**config.mk**
```make
export PLATFORM = sky130hd
export DESIGN_NAME = statusFlagBank
export DESIGN_NICKNAME = d
export VERILOG_FILES = /design/src/rtl/statusFlagPkg.sv /design/src/rtl/stickyFlag.sv /design/src/rtl/strapFilter.sv /design/src/rtl/statusCtrl.sv /design/src/rtl/statusDatapath.sv /design/src/rtl/statusFlagBank.sv
export SDC_FILE = /design/constraint.sdc
export NUM_CORES = 1
export LEC_CHECK = 0
export BUFFER_PORTS_ARGS = -buffer_cell sky130_fd_sc_hd__buf_2
export CAP_MARGIN = 10
export CORE_MARGIN = 2
export CORE_UTILIZATION = 35
export CTS_CLUSTER_DIAMETER = 120
export DETAILED_ROUTE_END_ITERATION = 6
export PLACE_DENSITY = 0.68
export SLEW_MARGIN = 30
export SYNTH_ARGS = -nofsm -noshare
export SYNTH_HDL_FRONTEND = slang
export SYNTH_SLANG_ARGS = --single-unit
```
**constraint.sdc**
```tcl
create_clock -name clk -period 1.1 [get_ports clk]
set_input_delay 0.11 -clock clk [delete_from_list [all_inputs] [get_ports clk]]
set_output_delay 0.11 -clock clk [all_outputs]
set_load 0.01 [all_outputs]
```
**src/rtl/statusFlagPkg.sv**
```systemverilog
package statusFlagPkg;

  typedef enum logic [1:0] {
    SEL_NONE  = 2'd0,
    SEL_PROBE = 2'd1,
    SEL_PINS  = 2'd2,
    SEL_STRAP = 2'd3
  } rdSel_e;

  typedef struct packed {
    logic   capture;
    rdSel_e sel;
    logic   clrOvf;
    logic   clrTpv;
    logic   clrExt;
  } ctrlStrobes_t;

  localparam int IDX_TPV    = 0;
  localparam int IDX_OVF    = 1;
  localparam int IDX_COL    = 2;
  localparam int IDX_WARN   = 3;
  localparam int IDX_ERR    = 4;
  localparam int NUM_STICKY = 5;

endpackage

```
**src/rtl/stickyFlag.sv**
```systemverilog
module stickyFlag (
  input  logic clk,
  input  logic rstN,
  input  logic setIn,
  input  logic clrIn,
  output logic flagOut
);
  // set has priority over clear so a coincident event is kept
  always_ff @(posedge clk or negedge rstN) begin
    if (!rstN) flagOut <= 1'b0;
    else       flagOut <= setIn | (flagOut & ~clrIn);
  end
endmodule

```
**src/rtl/strapFilter.sv**
```systemverilog
module strapFilter #(
  parameter int   FILT_CYCLES = 16,
  parameter logic RESET_LEVEL = 1'b0
) (
  input  logic clk,
  input  logic rstN,
  input  logic rawIn,
  output logic filtOut
);
  localparam int CNT_W = (FILT_CYCLES < 2) ? 1 : $clog2(FILT_CYCLES + 1);
  localparam logic [CNT_W-1:0] LAST = CNT_W'(FILT_CYCLES - 1);

  logic [CNT_W-1:0] runCnt;

  always_ff @(posedge clk or negedge rstN) begin
    if (!rstN) begin
      filtOut <= RESET_LEVEL;
      runCnt  <= '0;
    end else if (rawIn == filtOut) begin
      runCnt <= '0;
    end else if (runCnt == LAST) begin
      filtOut <= rawIn;
      runCnt  <= '0;
    end else begin
      runCnt <= runCnt + 1'b1;
    end
  end
endmodule

```
**src/rtl/statusCtrl.sv**
```systemverilog
module statusCtrl
  import statusFlagPkg::*;
#(
  parameter int              ADDR_W     = 8,
  parameter logic [ADDR_W-1:0] ADDR_PROBE = 'h48,
  parameter logic [ADDR_W-1:0] ADDR_PINS  = 'h49,
  parameter logic [ADDR_W-1:0] ADDR_STRAP = 'h4A,
  parameter logic [ADDR_W-1:0] ADDR_TPA   = 'h0C,
  parameter logic [ADDR_W-1:0] ADDR_TPB   = 'h0E
) (
  input  logic              rdEn,
  input  logic [ADDR_W-1:0] rdAddr,
  output ctrlStrobes_t      strobes
);
  always_comb begin
    strobes         = '0;
    strobes.sel     = SEL_NONE;
    strobes.capture = rdEn;
    if (rdEn) begin
      if (rdAddr == ADDR_PROBE) begin
        strobes.sel    = SEL_PROBE;
        strobes.clrOvf = 1'b1;
        strobes.clrTpv = 1'b1;
      end else if (rdAddr == ADDR_PINS) begin
        strobes.sel    = SEL_PINS;
        strobes.clrExt = 1'b1;
      end else if (rdAddr == ADDR_STRAP) begin
        strobes.sel    = SEL_STRAP;
        strobes.clrExt = 1'b1;
      end else if (rdAddr == ADDR_TPA || rdAddr == ADDR_TPB) begin
        strobes.clrTpv = 1'b1;
      end
    end
  end
endmodule

```
**src/rtl/statusDatapath.sv**
```systemverilog
module statusDatapath
  import statusFlagPkg::*;
#(
  parameter int DATA_W = 8
) (
  input  logic              clk,
  input  logic              rstN,
  input  ctrlStrobes_t      strobes,
  input  logic              refOvfEvt,
  input  logic              tpLoadEvt,
  input  logic              collisionEvt,
  input  logic              errCond,
  input  logic              warnCond,
  input  logic              tpPin,
  input  logic              strapLevel,
  output logic [DATA_W-1:0] rdData
);
  logic [NUM_STICKY-1:0] setVec;
  logic [NUM_STICKY-1:0] clrVec;
  logic [NUM_STICKY-1:0] flagVec;
  logic [DATA_W-1:0]     byteNext;

  always_comb begin
    setVec           = '0;
    setVec[IDX_TPV]  = tpLoadEvt;
    setVec[IDX_OVF]  = refOvfEvt;
    setVec[IDX_COL]  = collisionEvt;
    setVec[IDX_WARN] = warnCond;
    setVec[IDX_ERR]  = errCond;
    clrVec           = '0;
    clrVec[IDX_TPV]  = strobes.clrTpv;
    clrVec[IDX_OVF]  = strobes.clrOvf;
    clrVec[IDX_COL]  = strobes.clrExt;
    clrVec[IDX_WARN] = strobes.clrExt;
    clrVec[IDX_ERR]  = strobes.clrExt;
  end

  for (genvar i = 0; i < NUM_STICKY; i++) begin : gSticky
    stickyFlag flag_i (
      .clk    (clk),
      .rstN   (rstN),
      .setIn  (setVec[i]),
      .clrIn  (clrVec[i]),
      .flagOut(flagVec[i])
    );
  end

  always_comb begin
    byteNext = '0;
    unique case (strobes.sel)
      SEL_PROBE: begin
        byteNext[0] = flagVec[IDX_TPV];
        byteNext[1] = flagVec[IDX_OVF];
      end
      SEL_PINS, SEL_STRAP: begin
        byteNext[0] = (strobes.sel == SEL_PINS) ? tpPin : strapLevel;
        byteNext[1] = flagVec[IDX_COL];
        byteNext[2] = flagVec[IDX_WARN];
        byteNext[3] = flagVec[IDX_ERR];
      end
      default: byteNext = '0;
    endcase
  end

  always_ff @(posedge clk or negedge rstN) begin
    if (!rstN)                rdData <= '0;
    else if (strobes.capture) rdData <= byteNext;
  end
endmodule

```
**src/rtl/statusFlagBank.sv**
```systemverilog
module statusFlagBank
  import statusFlagPkg::*;
#(
  parameter int ADDR_W      = 8,
  parameter int DATA_W      = 8,
  parameter int FILT_CYCLES = 16,
  parameter logic [ADDR_W-1:0] ADDR_PROBE = 'h48,
  parameter logic [ADDR_W-1:0] ADDR_PINS  = 'h49,
  parameter logic [ADDR_W-1:0] ADDR_STRAP = 'h4A,
  parameter logic [ADDR_W-1:0] ADDR_TPA   = 'h0C,
  parameter logic [ADDR_W-1:0] ADDR_TPB   = 'h0E
) (
  input  logic              clk,
  input  logic              rstN,
  input  logic              refOvfEvt,
  input  logic              tpLoadEvt,
  input  logic              collisionEvt,
  input  logic              extErrPinN,
  input  logic              extWarnPinN,
  input  logic              intErr,
  input  logic              intErrMask,
  input  logic              intWarn,
  input  logic              intWarnMask,
  input  logic              tpPin,
  input  logic              ifSelPin,
  input  logic              rdEn,
  input  logic [ADDR_W-1:0] rdAddr,
  output logic [DATA_W-1:0] rdData
);
  ctrlStrobes_t strobes;
  logic strapLevel;
  logic errCond;
  logic warnCond;

  assign errCond  = ~extErrPinN  | (intErr  & ~intErrMask);
  assign warnCond = ~extWarnPinN | (intWarn & ~intWarnMask);

  statusCtrl #(
    .ADDR_W(ADDR_W), .ADDR_PROBE(ADDR_PROBE), .ADDR_PINS(ADDR_PINS),
    .ADDR_STRAP(ADDR_STRAP), .ADDR_TPA(ADDR_TPA), .ADDR_TPB(ADDR_TPB)
  ) ctrl_i (
    .rdEn   (rdEn),
    .rdAddr (rdAddr),
    .strobes(strobes)
  );

  strapFilter #(.FILT_CYCLES(FILT_CYCLES), .RESET_LEVEL(1'b0)) filt_i (
    .clk    (clk),
    .rstN   (rstN),
    .rawIn  (ifSelPin),
    .filtOut(strapLevel)
  );

  statusDatapath #(.DATA_W(DATA_W)) dp_i (
    .clk         (clk),
    .rstN        (rstN),
    .strobes     (strobes),
    .refOvfEvt   (refOvfEvt),
    .tpLoadEvt   (tpLoadEvt),
    .collisionEvt(collisionEvt),
    .errCond     (errCond),
    .warnCond    (warnCond),
    .tpPin       (tpPin),
    .strapLevel  (strapLevel),
    .rdData      (rdData)
  );
endmodule

```
==> run metrics, run 1 <==
GRT Total Usage 0.131; worst r2r dst filt_i.filtOut; Congestion Overflow GR 0; post-synthesis sequential area ratio 0.505; placer congestion estimate 0.731; pwr dens 1060 nW/um^2; Setup Buffers After CTS 0; unrepaired setup endpoints after global routing true; Die H 50.1 um; core outline area around 2000 um^2; Seq cells post-synth 15; placed cells 124; Rows 16; most frequent cell after synthesis dfrtp_1; DRC 0; clk_lat worst skew about 0.28 ns; R2R depth 4; global-route wire length before repair 2430 um; synthesized area 743 um^2; Pins Over Slew Limit 0; ANT nets after route 0; Req. time, crit path 1.28 ns; met2 Use GR 0.221; met3 Resource Use GR 0.0364; total number of yosys warnings 0; pin count of the biggest net entering global routing 16; Syn Area/Cell 10.5 um^2; synth unique cells 25; I/O pin count 30; synthesized instance count 71; Worst Hold Depth 2; Clock Sinks 15; Die Area 2510 um^2; Initial Util 0.375; Setup TNS -0.0631 ns; flop2flop setup slack -0.06 ns; final setup vio count 2; Area contributors post-synth dfrtp_1, xor2_1, inv_1; Vias 598; # nets final 127; Worst Setup SP filt_i.runCnt[0]; Via density 4.60; failing checks setup timing; skew final 0.00787 ns; Synth Flop Type dfrtp_1; root buf cell clkbuf_4; crit start category flop; R2R Path Start filt_i.runCnt[0]; status finished with violations; initial antenna violation count 0; share of layout cells above drive strength 1 0.379; pre-CTS WS -0.0839 ns; fmax 0.862 GHz; H-tree Lvls 1; Area Overhead vs Synth 29.5%; Leak Pwr between 0.4 and 0.5 nW; min-delay worst type input port to flop; top cell type's share of synthesized area 0.505; Tcrit/Tclk final 1.05; number of global-route vias before repair 622; Worst Path Max Fanout 3; met1 usage 0.147; drt wl/cell 10.5 um; Pwr Total approximately 1.0 mW; crit path kind flop to flop; Die W 50.1 um; Final Hold Vio Count 0; Async S/R FF share, synth 1.00; CP endpoint filt_i.filtOut; GR peak layer met2; drt first pass iters 2; Finished Cell Area approximately 960 um^2; final WL 1370 um; Post-synth EDFFs 0; Ant. Diodes 0; Final Worst Setup Slack -0.0599 ns; CTS tree yes; synth cell count leaders dfrtp_1, inv_1, nor2_1; Port Buf Inserts 25; peak supply drop 586 uV; area leader, netlist dfrtp_1; TritonCTS buffer count 3; max-cap viol count 0; area of placed instances 915 um^2; Fillers 182; WP data arrival ~1.3 ns; Post-Layout Cell Count 130; min cycle time layout 1.16 ns; critical path capture point type flop; initial DRC count 4; maximum buffer depth of the clock tree 2; clk slew on worst S/H paths 0.09 ns
## stage by stage
step                hold slack, ns   util
detailed placement          0.0288  0.461
CTS                         0.0709  0.485
global route                0.0566  0.485
global placement            0.0272  0.461
finish                      0.0804  0.485
floorplan                   -0.186      -
## routing by layer
layer / wire length (um) / vias to the layer above
li1: - / 300
met1: 586 / 280
met2: 718 / 18
met3: 61 / 0
met4: 0 / 0
met5: 0 / -
## repair_timing
action | in CTS | in global routing
hold buffers | 2 | 0
endpoints found under the setup margin | 5 | 5
hold endpoints to repair | 16 | 0
resized for setup | 1 | 0
pin swaps | 2 | 0
## cell families (layout without fill, tap and decap cells)
kind of cell               Yosys count  after routing  synth area share
and+or+nand+nor                     18             18             0.152
AOI/OAI and AO/OA                   14             14             0.125
xor gates and xnor gates             4              4            0.0471
buffers and inverters               14             43            0.0926
adders and majority gates            1              1            0.0168
other                                1              4           0.00505
muxes                                4              4            0.0572
DFF                                 15             15             0.505
## report_power, final
group | switching (mW) | internal [mW] | total, mW | leakage (nW)
sequential | 0.00795 | 0.562 | 0.570 | 0.181
combinational | 0.0670 | 0.0679 | 0.135 | 0.298
clock | 0.178 | 0.135 | 0.312 | 0.0177
total | 0.253 | 0.764 | 1.02 | 0.497
## final cells by class
type                       count  area, um^2  share of cell area
multi-input combinational     45         324               0.337
timing repair buffer          30         168               0.174
inverter                       9        33.8              0.0351
sequential                    15         375               0.390
tap                           27        33.8              0.0351
clock inverter                 1        5.00             0.00520
clock buffer                   3        22.5              0.0234
## state kept, by name, indices dropped and copies added, names as in the netlist
signal,cells
filt_i.runCnt,5
dp_i.gSticky.flag_i.flagOut,5
dp_i.rdData,4
filt_i.filtOut,1
## critical path: stages (launching register included)
cell     delay [ns]
dfrtp_1        0.37
ha_2           0.19
nand3_2        0.10
nor2_2         0.11
mux2_4         0.30
## cells in the final DEF, fill, tap and decap left out
| cell type | Yosys | routed |
|---|---|---|
| buf_2 | 1 | 25 |
| dfrtp_1 | 15 | 15 |
| inv_1 | 9 | 9 |
| nor2_1 | 7 | 6 |
| xor2_1 | 4 | 4 |
| o22ai_1 | 4 | 4 |
| conb_1 | 1 | 4 |
| a21o_1 | 3 | 3 |
| clkbuf_4 | 0 | 3 |
| buf_4 | 4 | 3 |
| nand3_2 | 1 | 2 |
| a31oi_1 | 2 | 2 |
| o21ai_0 | 3 | 2 |
| mux2i_1 | 2 | 2 |
| a2bb2oi_1 | 2 | 2 |
| dlygate4sd3_1 | 0 | 2 |
| o21ai_1 | 0 | 1 |
| nand3_1 | 2 | 1 |
| and2_1 | 1 | 1 |
| mux2_2 | 2 | 1 |
| and3b_1 | 1 | 1 |
| nor4_1 | 1 | 1 |
| nor4b_4 | 1 | 1 |
| nor3_1 | 1 | 1 |
| and3_1 | 1 | 1 |
| nor2_2 | 0 | 1 |
| mux2_4 | 0 | 1 |
| nand2_1 | 1 | 1 |
| nor2b_1 | 1 | 1 |
| ha_2 | 0 | 1 |
| clkinv_2 | 0 | 1 |
## worst min-delay path by stage
stage / from / to / slack [ns]
final: ifSelPin / filt_i.filtOut / 0.08
after global placement: rstN / filt_i.runCnt[2] / 0.03
after CTS: ifSelPin / filt_i.filtOut / 0.07
after global routing: ifSelPin / filt_i.filtOut / 0.06
after floorplan: rstN / dp_i.gSticky[0].flag_i.flagOut / -0.19
after detailed placement: rstN / filt_i.runCnt[2] / 0.03
Note: power is estimated with default switching activity, not from simulation.
==> inputs of run 2 (changes only) <==
- ABC_AREA: unset -> 1
==> run 2 against run 1 <==
The run now ends clean; clock skew decreased by 0.0058 ns; total power up 6.4%; global-route usage shrank 1.4 points.
==> run metrics, run 2 <==
Ant. Diodes 0 (unchanged); max-cap viol count 0 (unchanged); initial DRC count 11 (was 4); Leak Pwr 0.592 nW (was 0.497 nW); synthesized instance count 97 (was 71); drt first pass iters 5 (was 2); Switching Share 0.257 (was 0.248); Congestion Overflow GR 0 (unchanged); Post-synth EDFFs 0 (unchanged); Finished Core Util 0.478 (was 0.485); number of global-route vias before repair 621 (was 622); total number of yosys warnings 0 (unchanged); most frequent cell after synthesis nand2_1 (was dfrtp_1); Clock Sinks 15 (unchanged); Psw 0.278 mW (was 0.253 mW); Fillers 219 (was 182); post-synthesis sequential area ratio 0.473 (was 0.505); peak supply drop 727 uV (was 586 uV); synthesized area 793 um^2 (was 743 um^2); placer congestion estimate 0.734 (was 0.731); Tcrit/Tclk final 0.979 (was 1.05); pin count of the biggest net entering global routing 16 (unchanged); Final Hold Vio Count 0 (unchanged); I/O pin count 30 (unchanged); pwr dens 1040 nW/um^2 (was 1060 nW/um^2); hpwl dp 1170 um; area leader, netlist dfrtp_1 (unchanged); top flop regs dp_i.gSticky.flag_i.flagOut (5), filt_i.runCnt (5), dp_i.rdData (4) (unchanged); drt wl/cell 9.42 um (was 10.5 um); root buf cell clkbuf_4 (unchanged); # nets final 154 (was 127); most common cell after layout, fill and taps aside buf_2 (unchanged); Die W 51.6 um (was 50.1 um); final WL 1490 um (was 1370 um); flop2flop setup slack 0.02 ns (was -0.06 ns); area of placed instances 950 um^2 (was 915 um^2); top cell type's share of synthesized area 0.473 (was 0.505); Pins Over Slew Limit 0 (unchanged); Initial Util 0.366 (was 0.375); Synth Flop Type dfrtp_1 (unchanged); GRT Total Usage 0.117 (was 0.131); Seq cells post-synth 15 (unchanged); Reg power frac 0.543 (was 0.560); Area Overhead vs Synth 30.6% (was 29.5%); unrepaired setup endpoints after global routing true (unchanged); Worst Path Max Fanout 4 (was 3); synth cell count leaders nand2_1, inv_1, dfrtp_1 (was dfrtp_1, inv_1, nor2_1); share of layout cells above drive strength 1 0.385 (was 0.379); P_int 0.804 mW (was 0.764 mW); Port Buf Inserts 25 (unchanged); Finished Cell Area 1040 um^2 (was 962 um^2); DRC 0 (unchanged); crit path kind flop to flop (unchanged); Syn Area/Cell 8.18 um^2 (was 10.5 um^2); synth unique cells 22 (was 25); core outline area 2170 um^2 (was 1980 um^2); global-route wire length before repair 2390 um (was 2430 um); initial antenna violation count 0 (unchanged); most frequent cells in the layout buf_2, nand2_1, inv_1 (was buf_2, dfrtp_1, inv_1); ANT nets after route 0 (unchanged); clk_lat worst skew 0.28 ns (about the same); TritonCTS buffer count 3 (unchanged); final setup vio count 0 (was 2); crit start category flop (unchanged); Rows 17 (was 16); logic gate share of total power 0.174 (was 0.133); min cycle time layout 1.08 ns (was 1.16 ns); Req. time, crit path 1.30 ns (was 1.28 ns); Clock Power Share 0.283 (was 0.307); CTS tree yes (unchanged); Via density 4.24 (was 4.60); Area contributors post-synth dfrtp_1, nand2_1, inv_1 (was dfrtp_1, xor2_1, inv_1); critical path capture point type flop (unchanged); Vias 670 (was 598); min-delay worst type input port to flop (unchanged); skew final 0.00208 ns (was 0.00787 ns); maximum buffer depth of the clock tree 2 (unchanged); Pwr Total 1.08 mW (was 1.02 mW); clk slew on worst S/H paths 0.09 ns (about the same); Die H 51.6 um (was 50.1 um); status finished, final reports clean (was finished with violations); H-tree Lvls 1 (unchanged); fmax 0.929 GHz (was 0.862 GHz); WP data arrival 1.28 ns (was 1.34 ns); Die Area 2660 um^2 (was 2510 um^2); Async S/R FF share, synth 1.00 (unchanged)
-- run 2: cell count changes in the layout (fill, tap and decap cells not counted), sizes merged, moves of 2 or more --
cell,delta
a31oi,-2
o21ai,-2
nand3,+3
o22ai,-4
a2bb2oi,-2
mux2i,-2
nor2,+4
nand4,+3
a21oi,+3
mux2,-2
nand2,+25
inv,+9
xor2,-3
-- run 2: worst paths after layout --
path,startpoint,to,cells after the start
max,filt_i.runCnt[1],filt_i.filtOut,5
min,extErrPinN,dp_i.gSticky[4].flag_i.flagOut,2
max reg2reg,filt_i.runCnt[1],filt_i.filtOut,5
min reg2reg,dp_i.gSticky[4].flag_i.flagOut,dp_i.rdData[3],2
max in group asynchronous,rstN,dp_i.rdData[3],2
min in group asynchronous,rstN,filt_i.runCnt[0],2
-- run 2: cells by family (layout without fill, tap and decap cells) --
family                     Yosys count  after routing  share of synthesized area
adders and majority gates            1              1                     0.0158
other                                1              4                    0.00473
xor gates and xnor gates             2              2                     0.0221
AOI/OAI and AO/OA                    6              6                     0.0457
DFF                                 15             15                      0.473
buffers and inverters               22             52                      0.123
and+or+nand+nor                     50             50                      0.315
-- run 2: layer usage --
layer  GRT usage  wire length, um  share of wire  vias to the layer above
met2       0.194              708           0.48                       23
met5           0                0              0                        -
li1            -                -              -                      356
met4      0.0395                0              0                        0
met1       0.153              691           0.46                      291
met3      0.0201               88          0.059                        0
-- run 2: power by group through the flow --
stage	sequential, mW	combinational (mW)	clock [mW]
2_1_floorplan	0.595	0.0859	0
3_3_place_gp	0.594	0.153	0
3_5_place_dp	0.597	0.156	0
4_1_cts	0.587	0.169	0.319
5_1_grt	0.591	0.209	0.345
6_report	0.587	0.188	0.307
-- run 2: area by class of cell --
class / count / area [um^2] / share of cell area
clock buffers: 4 / 26.3 / 0.0254
inverters: 18 / 67.6 / 0.0652
multi-input cells: 63 / 367 / 0.354
flip-flops and latches: 15 / 375 / 0.362
well taps: 28 / 35.0 / 0.0338
repair buffers: 30 / 165 / 0.159
-- run 2: critical path: stages, from the launching register on --
cell and delay (ns):
dfrtp_1 0.39, ha_2 0.19, and3_4 0.19, nand2_4 0.08, nor2_2 0.03, a21oi_1 0.11
-- run 2: through the flow --
stage / setup slack, ns / hold slack [ns] / std cells / TNS [ns]
global route: -0.0149 / 0.00179 / 158 / -0.0333
global placement: 0.0216 / 0.0309 / 151 / 0
floorplan: 0.0268 / -0.186 / 100 / 0
CTS: 0.00802 / 0.00491 / 157 / 0
detailed placement: -0.0532 / 0.0378 / 151 / -0.158
finish: 0.0235 / 0.00921 / 158 / 0
-- run 2: timing repair --
item                       in CTS  in global routing
hold endpoints to repair       15                  0
buffers inserted                1                  1
gates cloned                    0                  0
hold buffers                    1                  0
gates resized for setup         3                  6
setup endpoints to repair       4                  5
pin swaps                       1                  4
